$ cat src/rtl/spi_xchg_pkg.sv
package spi_xchg_pkg;
  localparam int WORD_W = 16;
  localparam int LEN_W  = 4;
  localparam int DIV_W  = 3;
  localparam int CFG_W  = 14;

  localparam int B_EN    = 0;
  localparam int B_GO    = 1;
  localparam int B_SPOL  = 2;
  localparam int B_PULSE = 3;
  localparam int B_CPHA  = 4;
  localparam int B_CPOL  = 5;

  typedef struct packed {
    logic             gate;
    logic [DIV_W-1:0] div;
    logic [LEN_W-1:0] len;
    logic             cpol;
    logic             cpha;
    logic             pulse;
    logic             spol;
    logic             go;
    logic             en;
  } cfg_t;

  typedef enum logic [1:0] {
    ST_IDLE = 2'd0,
    ST_WAIT = 2'd1,
    ST_XFER = 2'd2,
    ST_GAP  = 2'd3
  } eng_state_t;
endpackage

$ cat src/rtl/spi_xchg_fifo.sv
module spi_xchg_fifo #(
  parameter int W     = 16,
  parameter int DEPTH = 8
) (
  input  logic         clk,
  input  logic         rst_n,
  input  logic         flush,
  input  logic         in_valid,
  output logic         in_ready,
  input  logic [W-1:0] in_data,
  output logic         out_valid,
  input  logic         out_ready,
  output logic [W-1:0] out_data
);
  localparam int AW = (DEPTH > 1) ? $clog2(DEPTH) : 1;

  logic [W-1:0]  mem [DEPTH];
  logic [AW-1:0] wp, rp;
  logic [AW:0]   cnt;
  logic          push, pop;

  assign in_ready  = (cnt != (AW+1)'(DEPTH));
  assign out_valid = (cnt != '0);
  assign out_data  = mem[rp];
  assign push      = in_valid && in_ready;
  assign pop       = out_valid && out_ready;

  always_ff @(posedge clk) begin
    if (!rst_n || flush) begin
      wp  <= '0;
      rp  <= '0;
      cnt <= '0;
    end else begin
      if (push) begin
        mem[wp] <= in_data;
        wp      <= (wp == AW'(DEPTH-1)) ? '0 : wp + 1'b1;
      end
      if (pop) rp <= (rp == AW'(DEPTH-1)) ? '0 : rp + 1'b1;
      if (push && !pop)      cnt <= cnt + 1'b1;
      else if (pop && !push) cnt <= cnt - 1'b1;
    end
  end
endmodule

$ cat src/rtl/spi_xchg_div.sv
module spi_xchg_div #(
  parameter int DIV_W = 3
) (
  input  logic             clk,
  input  logic             rst_n,
  input  logic             run,
  input  logic [DIV_W-1:0] sel,
  output logic             tick
);
  localparam int CNT_W = (1 << DIV_W) - 1;

  logic [CNT_W-1:0] cnt;
  logic [CNT_W-1:0] lim;

  assign lim  = (CNT_W'(1) << sel) - CNT_W'(1);
  assign tick = run && (cnt == lim);

  always_ff @(posedge clk) begin
    if (!rst_n || !run) cnt <= '0;
    else if (tick)      cnt <= '0;
    else                cnt <= cnt + 1'b1;
  end
endmodule

$ cat src/rtl/spi_xchg_eng.sv
module spi_xchg_eng
  import spi_xchg_pkg::*;
(
  input  logic              clk,
  input  logic              rst_n,
  input  logic              flush,
  input  logic              go,
  input  logic              spol,
  input  logic              pulse,
  input  logic              cpha,
  input  logic              cpol,
  input  logic              gate,
  input  logic [LEN_W-1:0]  len,
  input  logic              tick,
  output logic              run,
  input  logic              tx_valid,
  input  logic [WORD_W-1:0] tx_word,
  output logic              tx_pop,
  output logic              rx_push,
  output logic [WORD_W-1:0] rx_word,
  output logic              done,
  input  logic              miso,
  input  logic              rdy_n,
  output logic              sclk,
  output logic              mosi,
  output logic              ss
);
  eng_state_t        st;
  logic              ph;
  logic              sel_act;
  logic [LEN_W-1:0]  left;
  logic [WORD_W-1:0] shreg;
  logic [WORD_W-1:0] rxsh;
  logic              start_ok;
  logic              last_edge;

  assign start_ok  = tx_valid && (!gate || !rdy_n);
  assign last_edge = (st == ST_XFER) && tick && ph && (left == '0);
  assign tx_pop    = (st == ST_WAIT) && start_ok;
  assign rx_push   = last_edge;
  assign rx_word   = rxsh;
  assign done      = ((st == ST_WAIT) && !tx_valid) || (last_edge && !tx_valid);
  assign run       = (st == ST_XFER) || (st == ST_GAP);
  assign sclk      = cpol ^ ((st == ST_XFER) && (ph ^ cpha));
  assign mosi      = shreg[WORD_W-1];
  assign ss        = spol ? sel_act : !sel_act;

  always_ff @(posedge clk) begin
    if (!rst_n || flush) begin
      st      <= ST_IDLE;
      ph      <= 1'b0;
      sel_act <= 1'b0;
      left    <= '0;
      shreg   <= '0;
      rxsh    <= '0;
    end else begin
      unique case (st)
        ST_IDLE: if (go) st <= ST_WAIT;
        ST_WAIT: begin
          if (!tx_valid) begin
            st      <= ST_IDLE;
            sel_act <= 1'b0;
          end else if (start_ok) begin
            st      <= ST_XFER;
            ph      <= 1'b0;
            sel_act <= 1'b1;
            left    <= len;
            shreg   <= tx_word << (4'd15 - len);
            rxsh    <= '0;
          end
        end
        ST_XFER: if (tick) begin
          if (!ph) begin
            ph   <= 1'b1;
            rxsh <= {rxsh[WORD_W-2:0], miso};
          end else if (left == '0) begin
            if (!tx_valid) begin
              st      <= ST_IDLE;
              sel_act <= 1'b0;
            end else if (pulse) begin
              st      <= ST_GAP;
              sel_act <= 1'b0;
            end else begin
              st <= ST_WAIT;
            end
          end else begin
            left  <= left - 1'b1;
            shreg <= shreg << 1;
            ph    <= 1'b0;
          end
        end
        ST_GAP: if (tick) st <= ST_WAIT;
        default: st <= ST_IDLE;
      endcase
    end
  end
endmodule

$ cat src/rtl/spi_xchg_master.sv
module spi_xchg_master
  import spi_xchg_pkg::*;
#(
  parameter int TX_DEPTH = 8,
  parameter int RX_DEPTH = 8
) (
  input  logic              clk,
  input  logic              rst_n,
  input  logic              cfg_we,
  input  logic [CFG_W-1:0]  cfg_wdata,
  output logic [CFG_W-1:0]  cfg_rdata,
  output logic              busy,
  input  logic              tx_valid,
  output logic              tx_ready,
  input  logic [WORD_W-1:0] tx_data,
  output logic              rx_valid,
  input  logic              rx_ready,
  output logic [WORD_W-1:0] rx_data,
  output logic              sclk,
  output logic              mosi,
  input  logic              miso,
  output logic              ss,
  input  logic              rdy_n
);
  cfg_t              cfg;
  cfg_t              wd;
  logic              flush;
  logic              done;
  logic              tick, run;
  logic              q_valid, q_pop;
  logic [WORD_W-1:0] q_word;
  logic              rx_push, rx_space;
  logic [WORD_W-1:0] rx_word;

  assign wd        = cfg_t'(cfg_wdata);
  assign flush     = cfg_we && !wd.en;
  assign cfg_rdata = cfg;
  assign busy      = cfg.go;

  always_ff @(posedge clk) begin
    if (!rst_n) begin
      cfg <= '0;
    end else if (cfg_we && (!wd.en || !cfg.en)) begin
      cfg    <= wd;
      cfg.go <= 1'b0;
    end else if (cfg_we && wd.go && !cfg.go) begin
      cfg.go <= 1'b1;
    end else if (done) begin
      cfg.go <= 1'b0;
    end
  end

  spi_xchg_fifo #(.W(WORD_W), .DEPTH(TX_DEPTH)) u_txq (
    .clk(clk), .rst_n(rst_n), .flush(flush),
    .in_valid(tx_valid), .in_ready(tx_ready), .in_data(tx_data),
    .out_valid(q_valid), .out_ready(q_pop), .out_data(q_word)
  );

  spi_xchg_fifo #(.W(WORD_W), .DEPTH(RX_DEPTH)) u_rxq (
    .clk(clk), .rst_n(rst_n), .flush(flush),
    .in_valid(rx_push), .in_ready(rx_space), .in_data(rx_word),
    .out_valid(rx_valid), .out_ready(rx_ready), .out_data(rx_data)
  );

  spi_xchg_div #(.DIV_W(DIV_W)) u_div (
    .clk(clk), .rst_n(rst_n), .run(run), .sel(cfg.div), .tick(tick)
  );

  spi_xchg_eng u_eng (
    .clk(clk), .rst_n(rst_n), .flush(flush),
    .go(cfg.go), .spol(cfg.spol), .pulse(cfg.pulse), .cpha(cfg.cpha),
    .cpol(cfg.cpol), .gate(cfg.gate), .len(cfg.len),
    .tick(tick), .run(run),
    .tx_valid(q_valid), .tx_word(q_word), .tx_pop(q_pop),
    .rx_push(rx_push), .rx_word(rx_word), .done(done),
    .miso(miso), .rdy_n(rdy_n), .sclk(sclk), .mosi(mosi), .ss(ss)
  );
endmodule

$ cat config.mk
export PLATFORM = sky130hd
export DESIGN_NAME = spi_xchg_master
export DESIGN_NICKNAME = d
export VERILOG_FILES = /design/src/rtl/spi_xchg_pkg.sv /design/src/rtl/spi_xchg_fifo.sv /design/src/rtl/spi_xchg_div.sv /design/src/rtl/spi_xchg_eng.sv /design/src/rtl/spi_xchg_master.sv
export SDC_FILE = /design/constraint.sdc
export NUM_CORES = 1
export LEC_CHECK = 0
export ABC_CLOCK_PERIOD_IN_PS = 13770
export BUFFER_PORTS_ARGS = -buffer_cell sky130_fd_sc_hd__buf_4
export CORE_MARGIN = 2
export CORE_UTILIZATION = 50
export DETAILED_ROUTE_END_ITERATION = 6
export GPL_TIMING_DRIVEN = 0
export PLACE_DENSITY = 0.78
export SYNTH_ARGS = -nofsm -noshare
export SYNTH_HDL_FRONTEND = slang
export SYNTH_SLANG_ARGS = --single-unit
$ cat constraint.sdc
create_clock -name clk -period 13.77 [get_ports clk]
set_clock_uncertainty 0.1 [all_clocks]
set_input_delay 0.6885 -clock clk [delete_from_list [all_inputs] [get_ports clk]]
set_output_delay 0.6885 -clock clk [all_outputs]
set_load 0.05 [all_outputs]
==> results of run 1 <==
-- worst max-delay path: cells and delay by family (launching register included) --
family | cells | cell delay, ps
buffers and inverters | 4 | 510
AND/OR/NAND/NOR | 5 | 1630
flip-flops | 1 | 310
XOR/XNOR | 1 | 110
adder cells (fa/ha/maj) | 3 | 690
AO/OA/AOI/OAI | 5 | 1080
-- kinds of logic (layout without fill, tap and decap cells) --
group                      Yosys count  after routing  synth area share
xor gates and xnor gates            20             20            0.0118
buffers and inverters               85            241            0.0298
adders and majority gates           23             23            0.0204
DFF                                343            343             0.636
and+or+nand+nor                    249            249            0.0839
AOI/OAI and AO/OA                  197            197            0.0975
muxes                              114            114             0.120
-- final timing paths --
kind,startpoint,end,cells after the start
worst max-delay path,cfg_rdata[10]$_SDFFE_PN0P_,u_rxq.cnt[3]$_SDFFE_PP0P_,18
worst min-delay path,tx_data[14],u_txq.mem[7][14]$_DFFE_PP_,1
worst max register to register,cfg_rdata[10]$_SDFFE_PN0P_,u_rxq.cnt[3]$_SDFFE_PP0P_,18
worst min register to register,u_div.cnt[0]$_SDFF_PP0_,u_div.cnt[0]$_SDFF_PP0_,1
-- final cells by class --
type	count	area share
Timing Repair Buffer	90	0.0454
Clock buffer	46	0.0558
Sequential cell	343	0.544
Buffer	64	0.0209
Inverter	21	0.00455
Multi-Input combinational cell	603	0.290
Tap cell	390	0.0281
Clock inverter	20	0.0117
-- flip-flops by register name, summed over array words and instances (netlist names), named ones only --
signal and cells:
u_eng.rx_word 16, u_txq.rp 3, u_rxq.cnt 4, u_rxq.wp 3, u_div.cnt 7, u_rxq.rp 3
u_txq.mem 128, u_eng.ph 1, u_eng.left 4, u_eng.st 2, u_txq.cnt 4, busy 1
cfg_rdata 13, u_eng.shreg 16, u_rxq.mem 128, u_txq.wp 3, u_eng.sel_act 1
-- metrics by stage --
| step | power (mW) | utilization | std cells | hold slack, ps | instance area (µm²) |
|---|---|---|---|---|---|
| 3_5_place_dp | 1.29 | 0.550 | 1511 | 363 | 16200 |
| 4_1_cts | 2.24 | 0.590 | 1577 | 284 | 17300 |
| 5_1_grt | 2.29 | 0.590 | 1577 | 298 | 17300 |
| 3_3_place_gp | 1.29 | 0.539 | 1493 | 351 | 15800 |
| 2_1_floorplan | 1.24 | - | 1031 | 336 | 14800 |
| 6_report | 2.23 | 0.590 | 1577 | 300 | 17300 |
-- cell usage after synthesis (all sizes together) (4+ instances only) --
master / count
nor4: 4
a22oi: 17
a31oi: 9
mux2i: 42
buf: 23
nor3: 17
nand2: 86
nand2b: 5
xor2: 5
a32oi: 9
a21boi: 15
nor2b: 6
or3: 8
mux2: 23
dfxtp: 87
inv: 18
a41oi: 4
o31ai: 11
o21ai: 22
nand4: 11
o2111ai: 4
a311oi: 11
edfxtp: 256
nor2: 53
a21oi: 41
clkbuf: 41
ha: 21
a21o: 4
a221oi: 6
xnor2: 15
nand3: 41
and3: 4
o22ai: 19
mux4: 49
-- layer usage --
metal	GRT usage	up-vias
met2	0.362	346
met5	0	-
met1	0.291	4709
met4	0.0678	0
met3	0.0323	67
li1	-	4302
-- report_power, final --
part | internal, mW | switching (mW)
Clock | 0.560 | 0.397
Sequential | 1.11 | 0.00873
Combinational | 0.0531 | 0.0942
Total | 1.73 | 0.500
==> flow_metrics.py, run 1 <==
metrics = {
    "yosys": {
        "synth_seq_area_share": 0.636,
        "synth_area_um2": 14800,
        "synth-edff-count": 256,
        "synth-seq-cells": 343,
        "synth_cells": 1031,
        "synth_area_leaders": "edfxtp_1, dfxtp_1, mux4_2, mux2i_1, nand2_1",
        "syn_nets": 1091,
        "async_flop_share": 0,
        "syn_area_per_cell_um2": 14.4,
        "yosysTopAreaCell": "edfxtp_1",
        "ys_warn_count": 0,
        "ys.flop_type": "edfxtp_1",
        "yosysUniqueCellTypes": 79,
        "synth_top_area_share": 0.519,
    },
    "floorplan": {
        "start_util": 0.504,
        "core_area_um2": 29400,
        "design.die.area_um2": 31000,
        "fp-row-count": 63,
        "io_pins": 73,
        "die-width_um": 176,
        "die_h_um": 176,
    },
    "routing": {
        "wl_met1_um": 13800,
        "ant_nets": 0,
        "drc": 0,
        "drt-pass1-iter-count": 5,
        "avgViaCountPerCell": 5.98,
        "top_layer_used": "met4",
        "wl_per_cell_um": 21.0,
        "met2_length_um": 16500,
        "route.met3.wl_um": 1930,
        "vias": 9424,
        "drt_iter0_drc": 1137,
        "wl_um": 33000,
    },
    "place": {
        "dp_hpwl_um": 21700,
        "dpl_worst_slack_ps": 9310,
        "place.gp.congestion": 0.908,
        "portBuffers": 72,
    },
    "setup_path": {
        "critPathLaunchType": "flop",
        "path_max_fanout": 9,
        "critPathArrivalTime_ps": 4850,
        "cpMaxStageDelayCell": "nor4_4",
        "required_ps": 14120,
        "cpPeakStageDelay_ps": 530,
        "r2r_setup_slack_ps": 9270,
        "path_common_cell": "ha_1",
        "end_kind": "flop",
        "crit_chain": "buf_4, or3_4, ha_1, buf_6, nor3_1, o211ai_2, a311o_1, nor4_4, nand3_1, inv_1, ha_1, inv_1, ha_1, a21o_1, a21oi_1, xnor2_1, or3_1, a21oi_1",
        "crit_type": "flop to flop",
    },
    "global_routing": {
        "grt_usage": 0.215,
        "antenna_found_initial": 0,
        "grt_pass1_vias": 9429,
        "grt-ovfl-total": 0,
        "grt_pass1_wl_um": 52100,
        "grt_max_degree": 15,
    },
    "timing": {
        "final-hold-violation-count": 0,
        "fin_crit_sh": 0.327,
        "tightestPinTransition_ps": 1160,
        "final.setup.tns_ps": 0,
        "drv_slew": 0,
        "fmax_mhz": 222,
        "layout_min_cycle_time_ps": 4500,
        "relSlewSlack": 0.217,
        "postLayoutSetupSlackWorst_ps": 9270,
        "finalSetupViolCount": 0,
        "rsz0062_at_grt": "false",
    },
    "clock_network": {
        "clock_path_buffers": 3,
        "cts.repair.resized": 0,
        "cts_sinks": 343,
        "holdBufCountCts": 0,
        "cts-root-buf": "clkbuf_16",
        "post-cts-setup-buffer-count": 0,
        "cts.clk_slew.worst_paths_ps": 60,
        "cts_buffers": 36,
        "cts_tree": "built",
        "htreeDepth": 2,
        "insertion_delay_ps": 530,
    },
    "cells_and_area": {
        "synthToLayoutAreaGrowth_pct": 17.0,
        "drive_gt1_frac": 0.232,
        "fin_nets": 1219,
        "fillers": 2179,
        "diodes": 0,
        "multi_input_area_um2": 5020,
        "final_common_cell": "edfxtp_1",
        "seq_area_um2": 9430,
        "final_cell_mix": "edfxtp_1, dfxtp_1, nand2_1, buf_4, mux4_2",
    },
    "worst_hold_path": {
        "hp-class": "input pin to flop",
    },
    "run": {
        "drv_cap": 0,
    },
    "power_and_ir_drop": {
        "vdd_drop_max_mv": 0.107,
        "p_per_area_nw_per_um2": 128,
        "p_leak_nw": 5.88,
    },
    "run_status": {
        "status": "finished, final reports clean",
    },
}
Power figures use the tool's default switching activity.
==> inputs of run 2 (changes only) <==
- ABC_AREA: default -> 1
- ABC_CLOCK_PERIOD_IN_PS: 13770 -> 3900
- PLACE_DENSITY: 0.78 -> 0.81
- clock period: 13.77 -> 3.9 ns (I/O delays scaled with it)
==> flow_metrics.py, run 2 <==
metrics = {
    "clock_network": {
        "insertion_delay_ps": 530,
        "cts-root-buf": "clkbuf_16",
        "holdBufCountCts": 32,
        "htreeDepth": 2,
        "cts_tree": "built",
        "post-cts-setup-buffer-count": 0,
        "clock_path_buffers": 3,
        "cts_buffers": 34,
        "cts.clk_slew.worst_paths_ps": 60,
        "cts_sinks": 343,
        "cts.repair.resized": 0,
    },
    "global_routing": {
        "grt_pass1_wl_um": 59500,
        "grt_pass1_vias": 11900,
        "busiest_layer": "met2",
        "grt_usage": 0.243,
        "gr-usage-met3": 0.0458,
        "antenna_found_initial": 0,
        "grt-ovfl-total": 0,
        "grt_util_met2": 0.418,
        "grt_use_met1": 0.294,
        "grt_max_degree": 17,
    },
    "timing": {
        "final-hold-violation-count": 0,
        "final.setup.tns_ps": 0,
        "postLayoutSetupSlackWorst_ps": 308,
        "tightestPinTransition_ps": 983,
        "finalSetupViolCount": 0,
        "hold_ws_ps": 9.57,
        "relSlewSlack": 0.344,
        "fin_crit_sh": 0.921,
        "fmax_mhz": 278,
        "rsz0062_at_grt": "false",
        "layout_min_cycle_time_ps": 3590,
        "drv_slew": 0,
    },
    "yosys": {
        "synth_area_um2": 15000,
        "yosysUniqueCellTypes": 37,
        "syn_area_per_cell_um2": 9.54,
        "synthTopCellsByCount": "nand2_1, edfxtp_1, nor2_1",
        "async_flop_share": 0,
        "synth_cells": 1577,
        "ys_warn_count": 0,
        "yosysTopAreaCell": "edfxtp_1",
        "ys.flop_type": "edfxtp_1",
        "synth-edff-count": 256,
        "synth_top_family_by_area": "simple AND/OR/NAND/NOR gates",
        "syn_nets": 1637,
        "synth_xor_area_frac": 0.00582,
        "synth_seq_area_share": 0.627,
        "yosys.area_share.simple": 0.202,
        "yosysMostFrequentCell": "nand2_1",
        "synth-seq-cells": 343,
        "synth_top_area_share": 0.511,
        "synthAdderAreaFrac": 0.0201,
        "synth-compound-area-share": 0.0809,
        "synth_area_leaders": "edfxtp_1, dfxtp_1, nand2_1, nand3_1, nor2_1",
        "synth_mux_area_frac": 0,
    },
    "cells_and_area": {
        "fillers": 2349,
        "diodes": 0,
        "final_common_cell": "nand2_1",
        "final_cell_mix": "nand2_1, edfxtp_1, nor2_1",
        "top_regs": "u_rxq.mem: 128 flops, u_txq.mem: 128 flops",
        "final_area_um2": 17800,
        "utilization": 0.599,
        "fin_nets": 1790,
        "drive_gt1_frac": 0.106,
        "synthToLayoutAreaGrowth_pct": 18.1,
        "final_cells": 2146,
    },
    "floorplan": {
        "io_pins": 73,
        "core_area_um2": 29600,
        "fp-row-count": 63,
        "die-width_um": 177,
        "start_util": 0.507,
        "design.die.area_um2": 31500,
        "die_h_um": 177,
    },
    "routing": {
        "avgViaCountPerCell": 5.62,
        "wl_per_cell_um": 17.8,
        "drc": 0,
        "vias": 12100,
        "drt_iter0_drc": 1481,
        "ant_nets": 0,
        "wl_um": 38200,
        "drt-pass1-iter-count": 6,
    },
    "power_and_ir_drop": {
        "p_per_area_nw_per_um2": 617,
        "vdd_drop_max_mv": 0.365,
        "p_leak_nw": 7.06,
        "finalPower_mw": 10.9,
    },
    "place": {
        "portBuffers": 72,
        "dpl_worst_slack_ps": 16.4,
        "dp.cells": 2052,
        "place.gp.congestion": 0.897,
        "dp_hpwl_um": 24400,
        "placed_cell_area_um2": 16300,
    },
    "setup_path": {
        "crit_type": "flop to flop",
        "critPathLaunchType": "flop",
        "critPathArrivalTime_ps": 3620,
        "r2r_setup_slack_ps": 310,
        "end_kind": "flop",
        "required_ps": 3930,
        "path_max_fanout": 16,
    },
    "run_status": {
        "status": "finished, final reports clean",
    },
    "worst_hold_path": {
        "hp-class": "input pin to flop",
    },
    "run": {
        "drv_cap": 0,
    },
}
==> run 2: cell types whose count changed after synthesis, sizes merged, moves of 24 or more <==
cell / delta
a21oi: +24
inv: +141
mux2i: -42
mux4: -49
nand2: +219
nand3: +140
nor2: +176
o21ai: +101
==> run 2: final timing paths <==
kind | to | startpoint | cells past startpoint
max | u_rxq.mem[4][0]$_DFFE_PP_ | cfg_rdata[12]$_SDFFE_PN0P_ | 14
max reg2reg | u_rxq.mem[4][0]$_DFFE_PP_ | cfg_rdata[12]$_SDFFE_PN0P_ | 14
min reg2reg | u_eng.shreg[10]$_SDFFE_PP0P_ | u_eng.shreg[10]$_SDFFE_PP0P_ | 2
min | flop | rx_ready | 4
==> run 2: layer usage <==
layer	share of wire	routed length, µm	vias up
met1	0.38	14700	5633
li1	-	-	5611
met4	0.041	1580	0
met3	0.087	3330	142
met5	0	0	-
met2	0.49	18600	685
==> run 2: cells by family (layout without fill, tap and decap cells) <==
group	count (synthesis)	after routing
xor+xnor	10	10
simple gates	731	731
flops	343	343
compound gates	228	228
fa+ha+maj	23	23
buf+inv	242	421
==> run 2: cell type report <==
type	instances	area, µm²	share of cell area
buffer	80	360	0.0203
clock buffer	47	962	0.0542
clock inverter	15	125	0.00705
inverter	162	608	0.0342
multi-input combinational	992	4680	0.264
sequential	343	9430	0.531
tap	390	488	0.0275
timing repair buffer	117	1100	0.0621
==> run 2: critical path, stage by stage (launching register included) <==
cell and delay [ps]:
dfxtp_1 380, nor2_1 200, nand2_1 100, ha_1 320, nand2_1 70, nand2_1 50
nor2_1 100, nand3_1 100, nor2_2 120, nand4_1 170, nor2_2 260, inv_1 110
nor2_1 150, nand2_1 180, nor2_2 790
==> run 2: where the power goes <==
part / switching [mW] / internal (mW)
Sequential: 0.142 / 4.10
Clock: 1.39 / 1.76
Combinational: 2.50 / 1.05
Total: 4.04 / 6.91
==> inputs of run 3 (changes only) <==
- CORE_UTILIZATION: 50 -> 55
- PLACE_DENSITY: 0.81 -> 0.86
==> flow_metrics.py, run 3 (same netlist as run 2, synthesis figures left out) <==
metrics = {
    "cells_and_area": {
        "final_common_cell": "nand2_1",
        "final_cells": 2099,
        "synthToLayoutAreaGrowth_pct": 17.9,
        "fin_nets": 1792,
        "fillers": 1937,
        "drive_gt1_frac": 0.109,
        "top_regs": "u_rxq.mem: 128 flops, u_txq.mem: 128 flops",
        "utilization": 0.660,
        "final_cell_mix": "nand2_1, edfxtp_1, nor2_1",
        "diodes": 0,
    },
    "clock_network": {
        "post-cts-setup-buffer-count": 0,
        "cts_buffers": 35,
        "cts_tree": "built",
        "cts-root-buf": "clkbuf_16",
        "clock_path_buffers": 3,
        "htreeDepth": 2,
        "insertion_delay_ps": 540,
        "cts_sinks": 343,
        "cts.clk_slew.worst_paths_ps": 60,
    },
    "floorplan": {
        "design.die.area_um2": 28700,
        "start_util": 0.560,
        "die_h_um": 169,
        "die-width_um": 169,
        "fp-row-count": 60,
        "core_area_um2": 26900,
        "io_pins": 73,
    },
    "power_and_ir_drop": {
        "p_per_area_nw_per_um2": 628,
        "finalPower_mw": 11.1,
        "vdd_drop_max_mv": 0.404,
        "p_leak_nw": 7.09,
    },
    "routing": {
        "drt_iter0_drc": 1619,
        "avgViaCountPerCell": 5.84,
        "drc": 1,
        "drt-pass1-iter-count": 7,
        "wl_per_cell_um": 18.4,
        "vias": 12300,
        "ant_nets": 0,
        "wl_um": 38500,
    },
    "worst_hold_path": {
        "min-delay-start": "rx_ready",
        "hp-class": "input pin to flop",
    },
    "setup_path": {
        "cpPeakStageDelay_ps": 830,
        "cp.buffers_inverters": 1,
        "worstReg2RegStart": "cfg_rdata[12]$_SDFFE_PN0P_",
        "cpMaxStageDelayCell": "nor2_2",
        "startpoint": "cfg_rdata[12]$_SDFFE_PN0P_",
        "crit_family": "simple AND/OR/NAND/NOR gates",
        "path_common_cell": "nand2_1",
        "crit_chain": "nor2_1, nand2_1, ha_1, nand2_1, nand2_1, nor2_1, nand3_1, nor2_2, nand4_1, nor2_2, inv_1, nor2_1, nand2_1, nor2_2",
        "critPathLaunchType": "flop",
        "critPathArrivalTime_ps": 3670,
        "end_kind": "flop",
        "crit_type": "flop to flop",
        "path_max_fanout": 16,
        "required_ps": 3960,
    },
    "timing": {
        "fin_crit_sh": 0.925,
        "layout_min_cycle_time_ps": 3610,
        "hold_ws_ps": 13.5,
        "finalSetupViolCount": 0,
        "final-hold-violation-count": 0,
        "drv_slew": 0,
        "postLayoutSetupSlackWorst_ps": 293,
        "fmax_mhz": 277,
        "rsz0062_at_grt": "true",
        "tightestPinTransition_ps": 1050,
        "relSlewSlack": 0.300,
    },
    "global_routing": {
        "grt-ovfl-total": 0,
        "grt_pass1_vias": 11900,
        "grt_pass1_wl_um": 59800,
        "grt_max_degree": 17,
        "grt_usage": 0.266,
        "antenna_found_initial": 0,
    },
    "place": {
        "place.gp.congestion": 0.905,
        "dpl_worst_slack_ps": -61.9,
        "dp_hpwl_um": 25000,
        "portBuffers": 72,
        "dp.cells": 2004,
    },
    "run_status": {
        "violations": "DRC",
        "status": "finished with violations",
    },
    "run": {
        "drv_cap": 0,
    },
}
==> run 3: cell count changes in the layout (fill, tap and decap cells not counted), sizes merged <==
cell / before / now
clkbuf: 94 / 88
clkinvlp: 0 / 3
bufinv: 0 / 3
buf: 118 / 119
clkinv: 16 / 17
==> run 3: layer usage <==
layer / up-vias / global-route usage / part of all wire
met2: 825 / 0.453 / 0.48
met3: 124 / 0.0562 / 0.12
met5: - / 0 / 0
met1: 5698 / 0.332 / 0.37
met4: 0 / 0.111 / 0.033
li1: 5615 / - / -
==> run 3: timing repair <==
| action | CTS | global route |
|---|---|---|
| gates resized for setup | 1 | 1 |
| endpoints found under the setup margin | 16 | 22 |
| hold buffers | 32 | 0 |
| hold endpoints to repair | 143 | 0 |
==> run 3: layout make-up <==
class	instances	area, µm²	share of cell area
repair buffers	118	1080	0.0607
multi-input cells	992	4680	0.264
flip-flops and latches	343	9430	0.532
inverters	162	608	0.0343
clock buffers	41	918	0.0518
well taps	341	427	0.0241
clock inverters	22	235	0.0133
plain buffers	80	360	0.0203
==> run 3: worst paths after layout <==
kind         depth (start not counted)                            to  slack [ps]
max reg2reg                         14    u_rxq.mem[0][11]$_DFFE_PP_         290
min                                  4                          flop          10
min reg2reg                          2  u_eng.shreg[14]$_SDFFE_PP0P_         370
max                                 14    u_rxq.mem[0][11]$_DFFE_PP_         290
==> run 3: worst min-delay path, stage by stage <==
cell     delay (ps)
buf_4            80
nand2_1          80
o21ai_0         150
nor2_1           70
==> run 3: power breakdown <==
group | internal (mW) | switching (mW)
Sequential | 4.10 | 0.149
Combinational | 1.05 | 2.49
Clock | 1.91 | 1.43
Total | 7.06 | 4.07
==> run 3: through the flow <==
stage,cell area [µm²],TNS (ps)
6_report,17700,0
5_1_grt,17700,-485
4_1_cts,17700,0
3_5_place_dp,16300,-976
3_3_place_gp,16000,-1690
2_1_floorplan,15000,0
